### config.mk
export PLATFORM = sky130hd
export DESIGN_NAME = alu32_core
export DESIGN_NICKNAME = d
export VERILOG_FILES = /design/src/rtl/alu32_pkg.sv /design/src/rtl/alu32_decode.sv /design/src/rtl/alu32_slice.sv /design/src/rtl/alu32_core.sv
export SDC_FILE = /design/constraint.sdc
export NUM_CORES = 1
export LEC_CHECK = 0
export ABC_AREA = 1
export BUFFER_PORTS_ARGS = -buffer_cell sky130_fd_sc_hd__buf_2
export CAP_MARGIN = 20
export CORE_ASPECT_RATIO = 0.6
export CORE_MARGIN = 2
export CORE_UTILIZATION = 50
export DETAILED_ROUTE_END_ITERATION = 10
export HOLD_SLACK_MARGIN = 0.05
export PLACE_DENSITY = 0.76
export SLEW_MARGIN = 15
export SYNTH_ARGS = -nofsm -noshare
export SYNTH_HDL_FRONTEND = slang
export SYNTH_HIERARCHICAL = 1
export SYNTH_SLANG_ARGS = --single-unit
### constraint.sdc
create_clock -name clk -period 1.1 [get_ports clk]
set_clock_uncertainty 0.05 [all_clocks]
set_input_delay 0.22 -clock clk [delete_from_list [all_inputs] [get_ports clk]]
set_output_delay 0.22 -clock clk [all_outputs]
set_load 0.01 [all_outputs]
### src/rtl/alu32_pkg.sv
package alu32_pkg;

    typedef enum logic [3:0] {
        MD_ADD  = 4'd0,
        MD_ADDU = 4'd1,
        MD_SUB  = 4'd2,
        MD_SUBU = 4'd3,
        MD_AND  = 4'd4,
        MD_OR   = 4'd5,
        MD_XOR  = 4'd6,
        MD_NOR  = 4'd7,
        MD_SLT  = 4'd10,
        MD_SLTU = 4'd11
    } mode_e;

    typedef enum logic [1:0] {
        PICK_SUM = 2'd0,
        PICK_AND = 2'd1,
        PICK_OR  = 2'd2,
        PICK_XOR = 2'd3
    } pick_e;

    typedef struct packed {
        logic  known;      // mode code is defined
        logic  b_inv;      // invert B into the chain
        logic  c_first;    // carry into slice 0
        pick_e pick;       // per-slice output choice
        logic  flip;       // invert the word (NOR)
        logic  arith_s;    // report signed overflow
        logic  carry_en;   // expose carry out
        logic  less_sel;   // result is the less-than bit
        logic  less_s;     // signed comparison
    } ctrl_t;

endpackage

### src/rtl/alu32_decode.sv
module alu32_decode
    import alu32_pkg::*;
(
    input  logic [3:0] mode,
    output ctrl_t      ctrl
);

    always_comb begin
        ctrl = '0;
        ctrl.pick = PICK_SUM;
        case (mode)
            MD_ADD: begin
                ctrl.known = 1'b1; ctrl.arith_s = 1'b1; ctrl.carry_en = 1'b1;
            end
            MD_ADDU: begin
                ctrl.known = 1'b1; ctrl.carry_en = 1'b1;
            end
            MD_SUB: begin
                ctrl.known = 1'b1; ctrl.b_inv = 1'b1; ctrl.c_first = 1'b1;
                ctrl.arith_s = 1'b1; ctrl.carry_en = 1'b1;
            end
            MD_SUBU: begin
                ctrl.known = 1'b1; ctrl.b_inv = 1'b1; ctrl.c_first = 1'b1;
                ctrl.carry_en = 1'b1;
            end
            MD_AND: begin
                ctrl.known = 1'b1; ctrl.pick = PICK_AND;
            end
            MD_OR: begin
                ctrl.known = 1'b1; ctrl.pick = PICK_OR;
            end
            MD_XOR: begin
                ctrl.known = 1'b1; ctrl.pick = PICK_XOR;
            end
            MD_NOR: begin
                ctrl.known = 1'b1; ctrl.pick = PICK_OR; ctrl.flip = 1'b1;
            end
            MD_SLT: begin
                ctrl.known = 1'b1; ctrl.b_inv = 1'b1; ctrl.c_first = 1'b1;
                ctrl.less_sel = 1'b1; ctrl.less_s = 1'b1;
            end
            MD_SLTU: begin
                ctrl.known = 1'b1; ctrl.b_inv = 1'b1; ctrl.c_first = 1'b1;
                ctrl.less_sel = 1'b1;
            end
            default: ctrl = '0;
        endcase
    end

endmodule

### src/rtl/alu32_slice.sv
module alu32_slice
    import alu32_pkg::*;
(
    input  logic  a,
    input  logic  b,
    input  logic  b_inv,
    input  logic  cin,
    input  pick_e pick,
    output logic  res,
    output logic  cout
);

    logic bb;
    logic half;

    always_comb begin
        bb   = b ^ b_inv;
        half = a ^ bb;
        cout = (a & bb) | (cin & half);
        unique case (pick)
            PICK_SUM: res = half ^ cin;
            PICK_AND: res = a & bb;
            PICK_OR:  res = a | bb;
            PICK_XOR: res = half;
        endcase
    end

endmodule

### src/rtl/alu32_core.sv
module alu32_core
    import alu32_pkg::*;
#(
    parameter int WIDTH = 32
) (
    input  logic             clk,
    input  logic             rst_n,
    input  logic [WIDTH-1:0] op_a,
    input  logic [WIDTH-1:0] op_b,
    input  logic [3:0]       mode,
    output logic [WIDTH-1:0] result,
    output logic             carry_out,
    output logic             overflow
);

    localparam int MSB = WIDTH - 1;

    ctrl_t            ctrl;
    logic [WIDTH:0]   chain;
    logic [WIDTH-1:0] word;
    logic             ovf_raw;
    logic             less;
    logic [WIDTH-1:0] res_next;
    logic             carry_next;
    logic             ovf_next;

    alu32_decode u_decode (
        .mode (mode),
        .ctrl (ctrl)
    );

    assign chain[0] = ctrl.c_first;

    for (genvar i = 0; i < WIDTH; i++) begin : g_slice
        alu32_slice u_slice (
            .a     (op_a[i]),
            .b     (op_b[i]),
            .b_inv (ctrl.b_inv),
            .cin   (chain[i]),
            .pick  (ctrl.pick),
            .res   (word[i]),
            .cout  (chain[i+1])
        );
    end

    always_comb begin
        ovf_raw = chain[MSB] ^ chain[WIDTH];
        less    = ctrl.less_s ? (word[MSB] ^ ovf_raw) : ~chain[WIDTH];
        if (!ctrl.known) begin
            res_next = '0;
        end else if (ctrl.less_sel) begin
            res_next = {{(WIDTH-1){1'b0}}, less};
        end else begin
            res_next = word ^ {WIDTH{ctrl.flip}};
        end
        carry_next = ctrl.carry_en & chain[WIDTH];
        ovf_next   = ctrl.arith_s & ovf_raw;
    end

    always_ff @(posedge clk or negedge rst_n) begin
        if (!rst_n) begin
            result    <= '0;
            carry_out <= 1'b0;
            overflow  <= 1'b0;
        end else begin
            result    <= res_next;
            carry_out <= carry_next;
            overflow  <= ovf_next;
        end
    end

endmodule

### Yosys cells after proc, flatten, opt, wreduce, memory -nomap -nowiden

Index checks and enable logic that the tools add are counted.

| word-level totals | value |
|---|---|
| bits in registers | 34 |
| output and inout port bits | 34 |
| word-level logic and storage cells | 296 |

| cells by class | value |
|---|---|
| eq/ne operators | 12 |
| multiplexer cells | 43 |
| bitwise operators | 230 |
| reduce and logical (&&, ||, !) cells | 8 |

Operators with widths:

| kind | count |
|---|---|
| case mux 1 bit (4 select lines) | 32 |
| XOR 1 bit | 98 |
| bitwise AND 1 bit | 66 |
| two-way mux 32 bit | 2 |
| OR 1 bit | 64 |
| XOR 32 bit | 1 |
| equality test 4 x 3 -> 1 bit (second input constant) | 4 |
| OR reduction 10 bit | 1 |
| equality test 4 x 2 -> 1 bit (second input constant) | 2 |
| equality test 4 bit (second input constant) | 2 |
| OR reduction 4 bit | 2 |
| two-way mux 1 bit | 7 |
| case mux 2 bit (3 select lines) | 1 |
| OR reduction 2 bit | 3 |
| equality test 2 bit (second input constant) | 2 |
| equality test 4 x 1 -> 1 bit (second input constant) | 1 |
| zero test 4 bit | 1 |
| equality test 2 x 1 -> 1 bit (second input constant) | 1 |
| zero test 2 bit | 1 |
| two-way mux 2 bit | 1 |
| NOT 1 bit | 1 |

### Longest topological paths before layout

| depth | value |
|---|---|
| depth in word-level cells | 74 |
| depth in mapped cells | 105 |
| mapped depth without buffers | 104 |

### Modules after synthesis

The synthesis kept the hierarchy.

By module, submodules not included:

| module | times used | cells each | area an instance (sq um) |
|---|---|---|---|
| alu32_slice | 32 | 19 | 112.6 |
| alu32_core | 1 | 126 | 1,512.7 |
| alu32_decode | 1 | 19 | 80.1 |

### Least setup slack after synthesis

OpenSTA, ideal clock, no wires.

| timing path | value |
|---|---|
| kind | input -> register |
| from | input mode[2] |
| to | register result[0] |
| library setup time | 0.120 ns |
| arrival | 16.413 ns |
| setup slack | -15.483 ns |
| stages on the path | 105 |
| cells stage by stage | inv_2 -> nand2_2 -> inv_1 -> buf_4 -> xnor2_1 -> fa_1 -> inv_1 -> inv_1 -> fa_1 -> inv_1 -> inv_1 -> fa_1 -> inv_1 -> inv_1 -> fa_1 -> inv_1 -> inv_1 -> fa_1 -> [69 not listed] -> inv_1 -> inv_1 -> fa_1 -> inv_1 -> inv_1 -> fa_1 -> inv_1 -> inv_1 -> fa_1 -> inv_1 -> inv_1 -> fa_1 -> nand2_1 -> nand3_1 -> nand2_1 -> nand3b_1 -> nand3_1 -> a21oi_2 |

| between the ends | value |
|---|---|
| elaborated cells between the ends (all ways) | 197 |

RTL lines:

| element | line | source |
|---|---|---|
| from (decl) | alu32_core.sv:10 | `input logic [3:0] mode,` |
| equality test 4 x 2 -> 1 bit / equality test 4 bit (equally long branches) | alu32_decode.sv:11 | `case (mode)` |
| OR reduction 4 bit (no line) * | -- |  |
| two-way mux 2 bit * | alu32_decode.sv:11 |  |
| net chain[0] | alu32_core.sv:19 | `logic [WIDTH:0] chain;` |
| bitwise AND 1 bit * | alu32_slice.sv:19 | `cout = (a & bb) \| (cin & half);` |
| OR 1 bit * | alu32_slice.sv:19 |  |
| net chain[1] | alu32_core.sv:19 |  |
| bitwise AND 1 bit * | alu32_slice.sv:19 |  |
| [1 not listed] | -- |  |
| net chain[2] | alu32_core.sv:19 |  |
| [2 not listed] | -- |  |
| net chain[3] | alu32_core.sv:19 |  |
| [2 not listed] | -- |  |
| net chain[4] | alu32_core.sv:19 |  |
| [2 not listed] | -- |  |
| net chain[5] | alu32_core.sv:19 |  |
| [2 not listed] | -- |  |
| net chain[6] | alu32_core.sv:19 |  |
| [2 not listed] | -- |  |
| net chain[7] | alu32_core.sv:19 |  |
| [2 not listed] | -- |  |
| net chain[8] | alu32_core.sv:19 |  |
| [2 not listed] | -- |  |
| net chain[9] | alu32_core.sv:19 |  |
| [2 not listed] | -- |  |
| net chain[10] | alu32_core.sv:19 |  |
| [2 not listed] | -- |  |
| net chain[11] | alu32_core.sv:19 |  |
| [2 not listed] | -- |  |
| net chain[12] | alu32_core.sv:19 |  |
| [2 not listed] | -- |  |
| net chain[13] | alu32_core.sv:19 |  |
| [2 not listed] | -- |  |
| net chain[14] | alu32_core.sv:19 |  |
| [2 not listed] | -- |  |
| net chain[15] | alu32_core.sv:19 |  |
| [2 not listed] | -- |  |
| net chain[16] | alu32_core.sv:19 |  |
| [2 not listed] | -- |  |
| net chain[17] | alu32_core.sv:19 |  |
| [2 not listed] | -- |  |
| net chain[18] | alu32_core.sv:19 |  |
| [2 not listed] | -- |  |
| net chain[19] | alu32_core.sv:19 |  |
| [2 not listed] | -- |  |
| net chain[20] | alu32_core.sv:19 |  |
| [2 not listed] | -- |  |
| net chain[21] | alu32_core.sv:19 |  |
| [2 not listed] | -- |  |
| net chain[22] | alu32_core.sv:19 |  |
| [2 not listed] | -- |  |
| net chain[23] | alu32_core.sv:19 |  |
| [2 not listed] | -- |  |
| net chain[24] | alu32_core.sv:19 |  |
| [2 not listed] | -- |  |
| net chain[25] | alu32_core.sv:19 |  |
| [2 not listed] | -- |  |
| net chain[26] | alu32_core.sv:19 |  |
| [2 not listed] | -- |  |
| net chain[27] | alu32_core.sv:19 |  |
| [2 not listed] | -- |  |
| net chain[28] | alu32_core.sv:19 |  |
| [2 not listed] | -- |  |
| net chain[29] | alu32_core.sv:19 |  |
| [2 not listed] | -- |  |
| net chain[30] | alu32_core.sv:19 |  |
| [2 not listed] | -- |  |
| net chain[31] | alu32_core.sv:19 |  |
| XOR 1 bit * | alu32_slice.sv:21 | `PICK_SUM: res = half ^ cin;` |
| case mux 1 bit (4 select lines) * | alu32_slice.sv:20 | `unique case (pick)` |
| net word[31] | alu32_core.sv:20 | `logic [WIDTH-1:0] word;` |
| XOR 1 bit * | alu32_core.sv:48 | `less = ctrl.less_s ? (word[MSB] ^ ovf_raw) : ~chain[WIDTH];` |
| two-way mux 1 bit * | alu32_core.sv:48 |  |
| two-way mux 32 bit * | alu32_core.sv:51 | `end else if (ctrl.less_sel) begin` |
| two-way mux 32 bit * | alu32_core.sv:49 | `if (!ctrl.known) begin` |
| net res_next[0] | alu32_core.sv:23 | `logic [WIDTH-1:0] res_next;` |
| to (signal assigned) | alu32_core.sv:66 | `result <= res_next;` |
| to (decl) | alu32_core.sv:11 | `output logic [WIDTH-1:0] result,` |

The timed path passes the listed nets; every way through them passes the cells marked *.

### Worst setup path in the final report

Same ends and word-level chain as after synthesis.

==> flow_summary_export.csv <==
group,metric,value,unit
cts,clock_pin_slew_of_the_registers_on_the_worst_case_setup_and_hold_paths,50,ps
sta,finalHoldViolCount,0,
layout,multi_input_comb_area,3638,um2
sta,timing_max_transition_violations_final,0,
hold_path,hold_path.class,"in -> reg",
die,floorplan.io_pins,104,
layout,final-seq-area,850.8,um2
hold_path,min_path_cells,6,
sta,setup_tns_final,-266940,ps
worst_setup_path,worst-endpoint-required,1220,ps
cts,ctsRootBufferMaster,"sky130_fd_sc_hd__clkbuf_16",
worst_setup_path,crit_path_max_incr_delay,490,ps
synth,fraction_of_the_mapped_netlist_area_in_compound_gates,9.367,%
synth,syn-mean-instance-area,6.901,um2
global_routing,antenna_found_initial,0,
synth,synth_seq_cells,34,
power_and_ir_drop,netSwitchingPower,2.788,mW
worst_setup_path,timing_worst_setup_path_type,"in -> reg",
synth,seq_area_frac_synth,16.37,%
sta,timing.final.ws_setup,-13950,ps
routing,first_pass_iters,4,
run_status,violations,"negative setup slack",
run,max-cap-violations,0,
placement,dp_hpwl,9921,um
run_status,status,"finished with violations",
worst_setup_path,critPathLaunchType,"input port",
global_routing,globalRouteTotalUtil,23.51,%
synth,post_synth_num_cell_types,18,
global_routing,pin_count_of_the_biggest_net_entering_global_routing,35,
worst_setup_path,timing.critical_path.to_type,"flop",
cts,cts.htree.levels,2,
synth,synthesis.yosys.warnings,6,
routing,drt_drc_violations_left,0,
die,std_cell_rows,28,
sta,timing.fmax,66.44,MHz
routing,post_drt_wl_per_cell,11.76,um
power_and_ir_drop,power.share.switching,39.83,%
cts,clock-sinks,34,
cts,cts-root-to-sink-buffers,2,
routing,routed-via-count,4999,
worst_setup_path,crit_path_frequent_cell,"sky130_fd_sc_hd__inv_2",
hold_path,hold_path_end,"carry_out",
power_and_ir_drop,power_density_normalized_to_cell_area,936.5,nW/um2
power_and_ir_drop,leakagePower,4.179,nW
placement,place_congestion,0.7946,
power_and_ir_drop,seqPwrFrac,21.9,%
routing,route.antenna.remaining_nets,0,
global_routing,grt_first_pass_wirelength,21680,um
hold_path,hold_path.startpoint,"mode[2]",
sta,tightest_pin_transition,453.9,ps
synth,combinational_family_with_the_most_area_after_synthesis,"adder cells",
power_and_ir_drop,power.clock.fraction,20.9,%
layout,post_layout_nets,1146,
placement,post-place-cells,1102,
worst_setup_path,cp.arrival,15170,ps
sta,relSlewSlack,69.52,%
sta,portion_of_the_clock_cycle_consumed_by_the_worst_path_in_the_final_layout,1368,%
synth,synth_xor_area_share,5.562,%
global_routing,overflow,0,
synth,muxShareOfSynthArea,0,%
synth,synth_cells,753,
synth,post_synthesis_share_of_cell_area_spent_on_and_or_nand_and_nor_gates,19.87,%
die,start_util,52.04,%
die,chipHeight,82.97,um
layout,finalNonFillerCells,1116,
synth,area_of_the_mapped_netlist,5196,um2
layout,ant_cells,0,
routing,drtIter0Drc,148,
routing,detail_route.wirelength,13120,um
sta,unrepaired_setup_endpoints_after_global_routing,"true",
cts,cts-buffers-inserted,5,
routing,detail_route.vias_per_cell,4.479,
synth,synth-adder-area-share,27.74,%
layout,area_growth_syn_to_layout,43.85,%
layout,layout.filler_cells,784,
layout,drive_gt1_share,45.16,%
synth,synth.net_count,919,
power_and_ir_drop,pwr-share-comb,57.2,%
placement,pre_cts_ws,-15260,ps
global_routing,first_global_vias,4823,
sta,final_period_minus_worst_setup_slack,15050,ps
sta,timing.final.setup_violations,34,
die,die_w,135.6,um
die,fp.coreArea,9985,um2
power_and_ir_drop,power,7.000,mW
cts,clock_tree_from_tritoncts,"yes",
placement,place.port_buffers,103,
worst_setup_path,path_max_fanout,4,
die,dieArea,11250,um2
power_and_ir_drop,vdd_drop_max,0.6427,mV
power_and_ir_drop,cell_internal_pwr,4.212,mW
worst_setup_path,worst_path_max_delay_cell,"sky130_fd_sc_hd__fa_1",
[flip-flops by register name, indices dropped and copies added, names as in the netlist]
signal,cells
carry_out,1
overflow,1
result,32
[synthesized netlist by cell type]
| library cell | instances | area share (%) |
|---|---|---|
| sky130_fd_sc_hd__nand3b_1 | 1 | 0.14 |
| sky130_fd_sc_hd__buf_2 | 3 | 0.29 |
| sky130_fd_sc_hd__nand2_2 | 3 | 0.36 |
| sky130_fd_sc_hd__a21boi_0 | 1 | 0.14 |
| sky130_fd_sc_hd__inv_1 | 262 | 19 |
| sky130_fd_sc_hd__o21a_1 | 31 | 4.5 |
| sky130_fd_sc_hd__nor2_1 | 9 | 0.65 |
| sky130_fd_sc_hd__buf_6 | 7 | 1.5 |
| sky130_fd_sc_hd__inv_2 | 3 | 0.22 |
| sky130_fd_sc_hd__buf_4 | 1 | 0.14 |
| sky130_fd_sc_hd__ha_1 | 64 | 15 |
| sky130_fd_sc_hd__dfrtp_1 | 34 | 16 |
| sky130_fd_sc_hd__nand3_1 | 66 | 6.4 |
| sky130_fd_sc_hd__a21oi_1 | 9 | 0.87 |
| sky130_fd_sc_hd__fa_1 | 32 | 12 |
| sky130_fd_sc_hd__a21oi_2 | 23 | 3.9 |
| sky130_fd_sc_hd__xnor2_1 | 33 | 5.6 |
| sky130_fd_sc_hd__nand2_1 | 171 | 12 |
[layout make-up]
cell class | instances | share of cell area [%]
Clock buffer | 7 | 1.908
Clock inverter | 1 | 0.06696
Inverter | 265 | 13.63
Multi-Input combinational cell | 443 | 48.68
Sequential cell | 34 | 11.38
Tap cell | 135 | 2.260
Timing Repair Buffer | 231 | 22.08
[critical path, delay by kind of cell]
family                   cells  cell delay (ps)
AND/OR/NAND/NOR              6              510
adder cells (fa/ha/maj)     32            11230
AO/OA/AOI/OAI                1               50
XOR/XNOR                     1              120
buffers and inverters       65             3010
[cell usage in the layout, fill, tap and decap left out]
| cell type | count |
|---|---|
| sky130_fd_sc_hd__a21boi_2 | 1 |
| sky130_fd_sc_hd__a21oi_1 | 3 |
| sky130_fd_sc_hd__a21oi_2 | 29 |
| sky130_fd_sc_hd__buf_12 | 13 |
| sky130_fd_sc_hd__buf_2 | 101 |
| sky130_fd_sc_hd__buf_4 | 115 |
| sky130_fd_sc_hd__buf_6 | 1 |
| sky130_fd_sc_hd__clkbuf_1 | 1 |
| sky130_fd_sc_hd__clkbuf_16 | 5 |
| sky130_fd_sc_hd__clkbuf_8 | 1 |
| sky130_fd_sc_hd__clkinv_2 | 1 |
| sky130_fd_sc_hd__dfrtp_1 | 34 |
| sky130_fd_sc_hd__dlygate4sd3_1 | 1 |
| sky130_fd_sc_hd__fa_1 | 1 |
| sky130_fd_sc_hd__fa_2 | 31 |
| sky130_fd_sc_hd__ha_1 | 64 |
| sky130_fd_sc_hd__inv_1 | 196 |
| sky130_fd_sc_hd__inv_16 | 1 |
| sky130_fd_sc_hd__inv_2 | 67 |
| sky130_fd_sc_hd__inv_8 | 1 |
| sky130_fd_sc_hd__nand2_1 | 125 |
| sky130_fd_sc_hd__nand2_2 | 48 |
| sky130_fd_sc_hd__nand2_8 | 1 |
| sky130_fd_sc_hd__nand3_1 | 43 |
| sky130_fd_sc_hd__nand3_2 | 23 |
| sky130_fd_sc_hd__nand3b_1 | 1 |
| sky130_fd_sc_hd__nor2_1 | 6 |
| sky130_fd_sc_hd__nor2_4 | 3 |
| sky130_fd_sc_hd__o21a_1 | 31 |
| sky130_fd_sc_hd__xnor2_1 | 32 |
| sky130_fd_sc_hd__xnor2_4 | 1 |
[metal layers]
metal	GRT usage [%]	vias up	share of wire [%]
met5	0	-	0
met4	3.409	0	0.34
met3	4.029	6	5.2
met2	38.89	107	46
met1	32.96	2275	48
li1	-	2611	-
[what timing repair did]
action | 4_1_cts | 5_1_grt
buffers inserted | 4 | 1
cloned | 0 | 0
hold buffers | 1 | 0
gates resized for setup | 26 | 61
endpoints found under the setup margin | 35 | 35
pin swaps | 64 | 41
endpoints found under the hold margin | 34 | 0
[kinds of logic (layout without fill, tap and decap cells)]
| family | after synthesis | count (layout) |
|---|---|---|
| buf+inv | 276 | 504 |
| simple gates | 250 | 250 |
| fa+ha+maj | 96 | 96 |
| compound gates | 64 | 64 |
| flops | 34 | 34 |
| xor+xnor | 33 | 33 |
[how the worst max path moves through the flow]
stage | start | to | slack, ps | cells after the start
floorplan | mode[2] | result[0] | -14740 | 105
global placement | mode[2] | result[0] | -15070 | 105
detailed placement | mode[2] | result[0] | -15260 | 105
CTS | mode[2] | result[0] | -13960 | 105
global route | mode[2] | result[0] | -14620 | 105
finish | mode[2] | result[0] | -13950 | 105
[stage by stage]
step | area (um2) | utilization [%] | hold slack (ps)
finish | 7475 | 74.86 | 237.0
global route | 7475 | 74.86 | 296.6
CTS | 7263 | 72.74 | 234.1
detailed placement | 6997 | 70.08 | 154.1
global placement | 6997 | 70.08 | 150.7
floorplan | 5353 | - | -125.6
[power groups by stage]
stage	logic [mW]	clock network, mW	registers (mW)
after floorplan	2.18	0	1.66
after global placement	3.50	0	1.56
after detailed placement	3.60	0	1.55
after CTS	3.72	1.49	1.53
after global routing	4.50	1.52	1.55
final	4.00	1.46	1.53
Power figures use the tool's default switching activity.
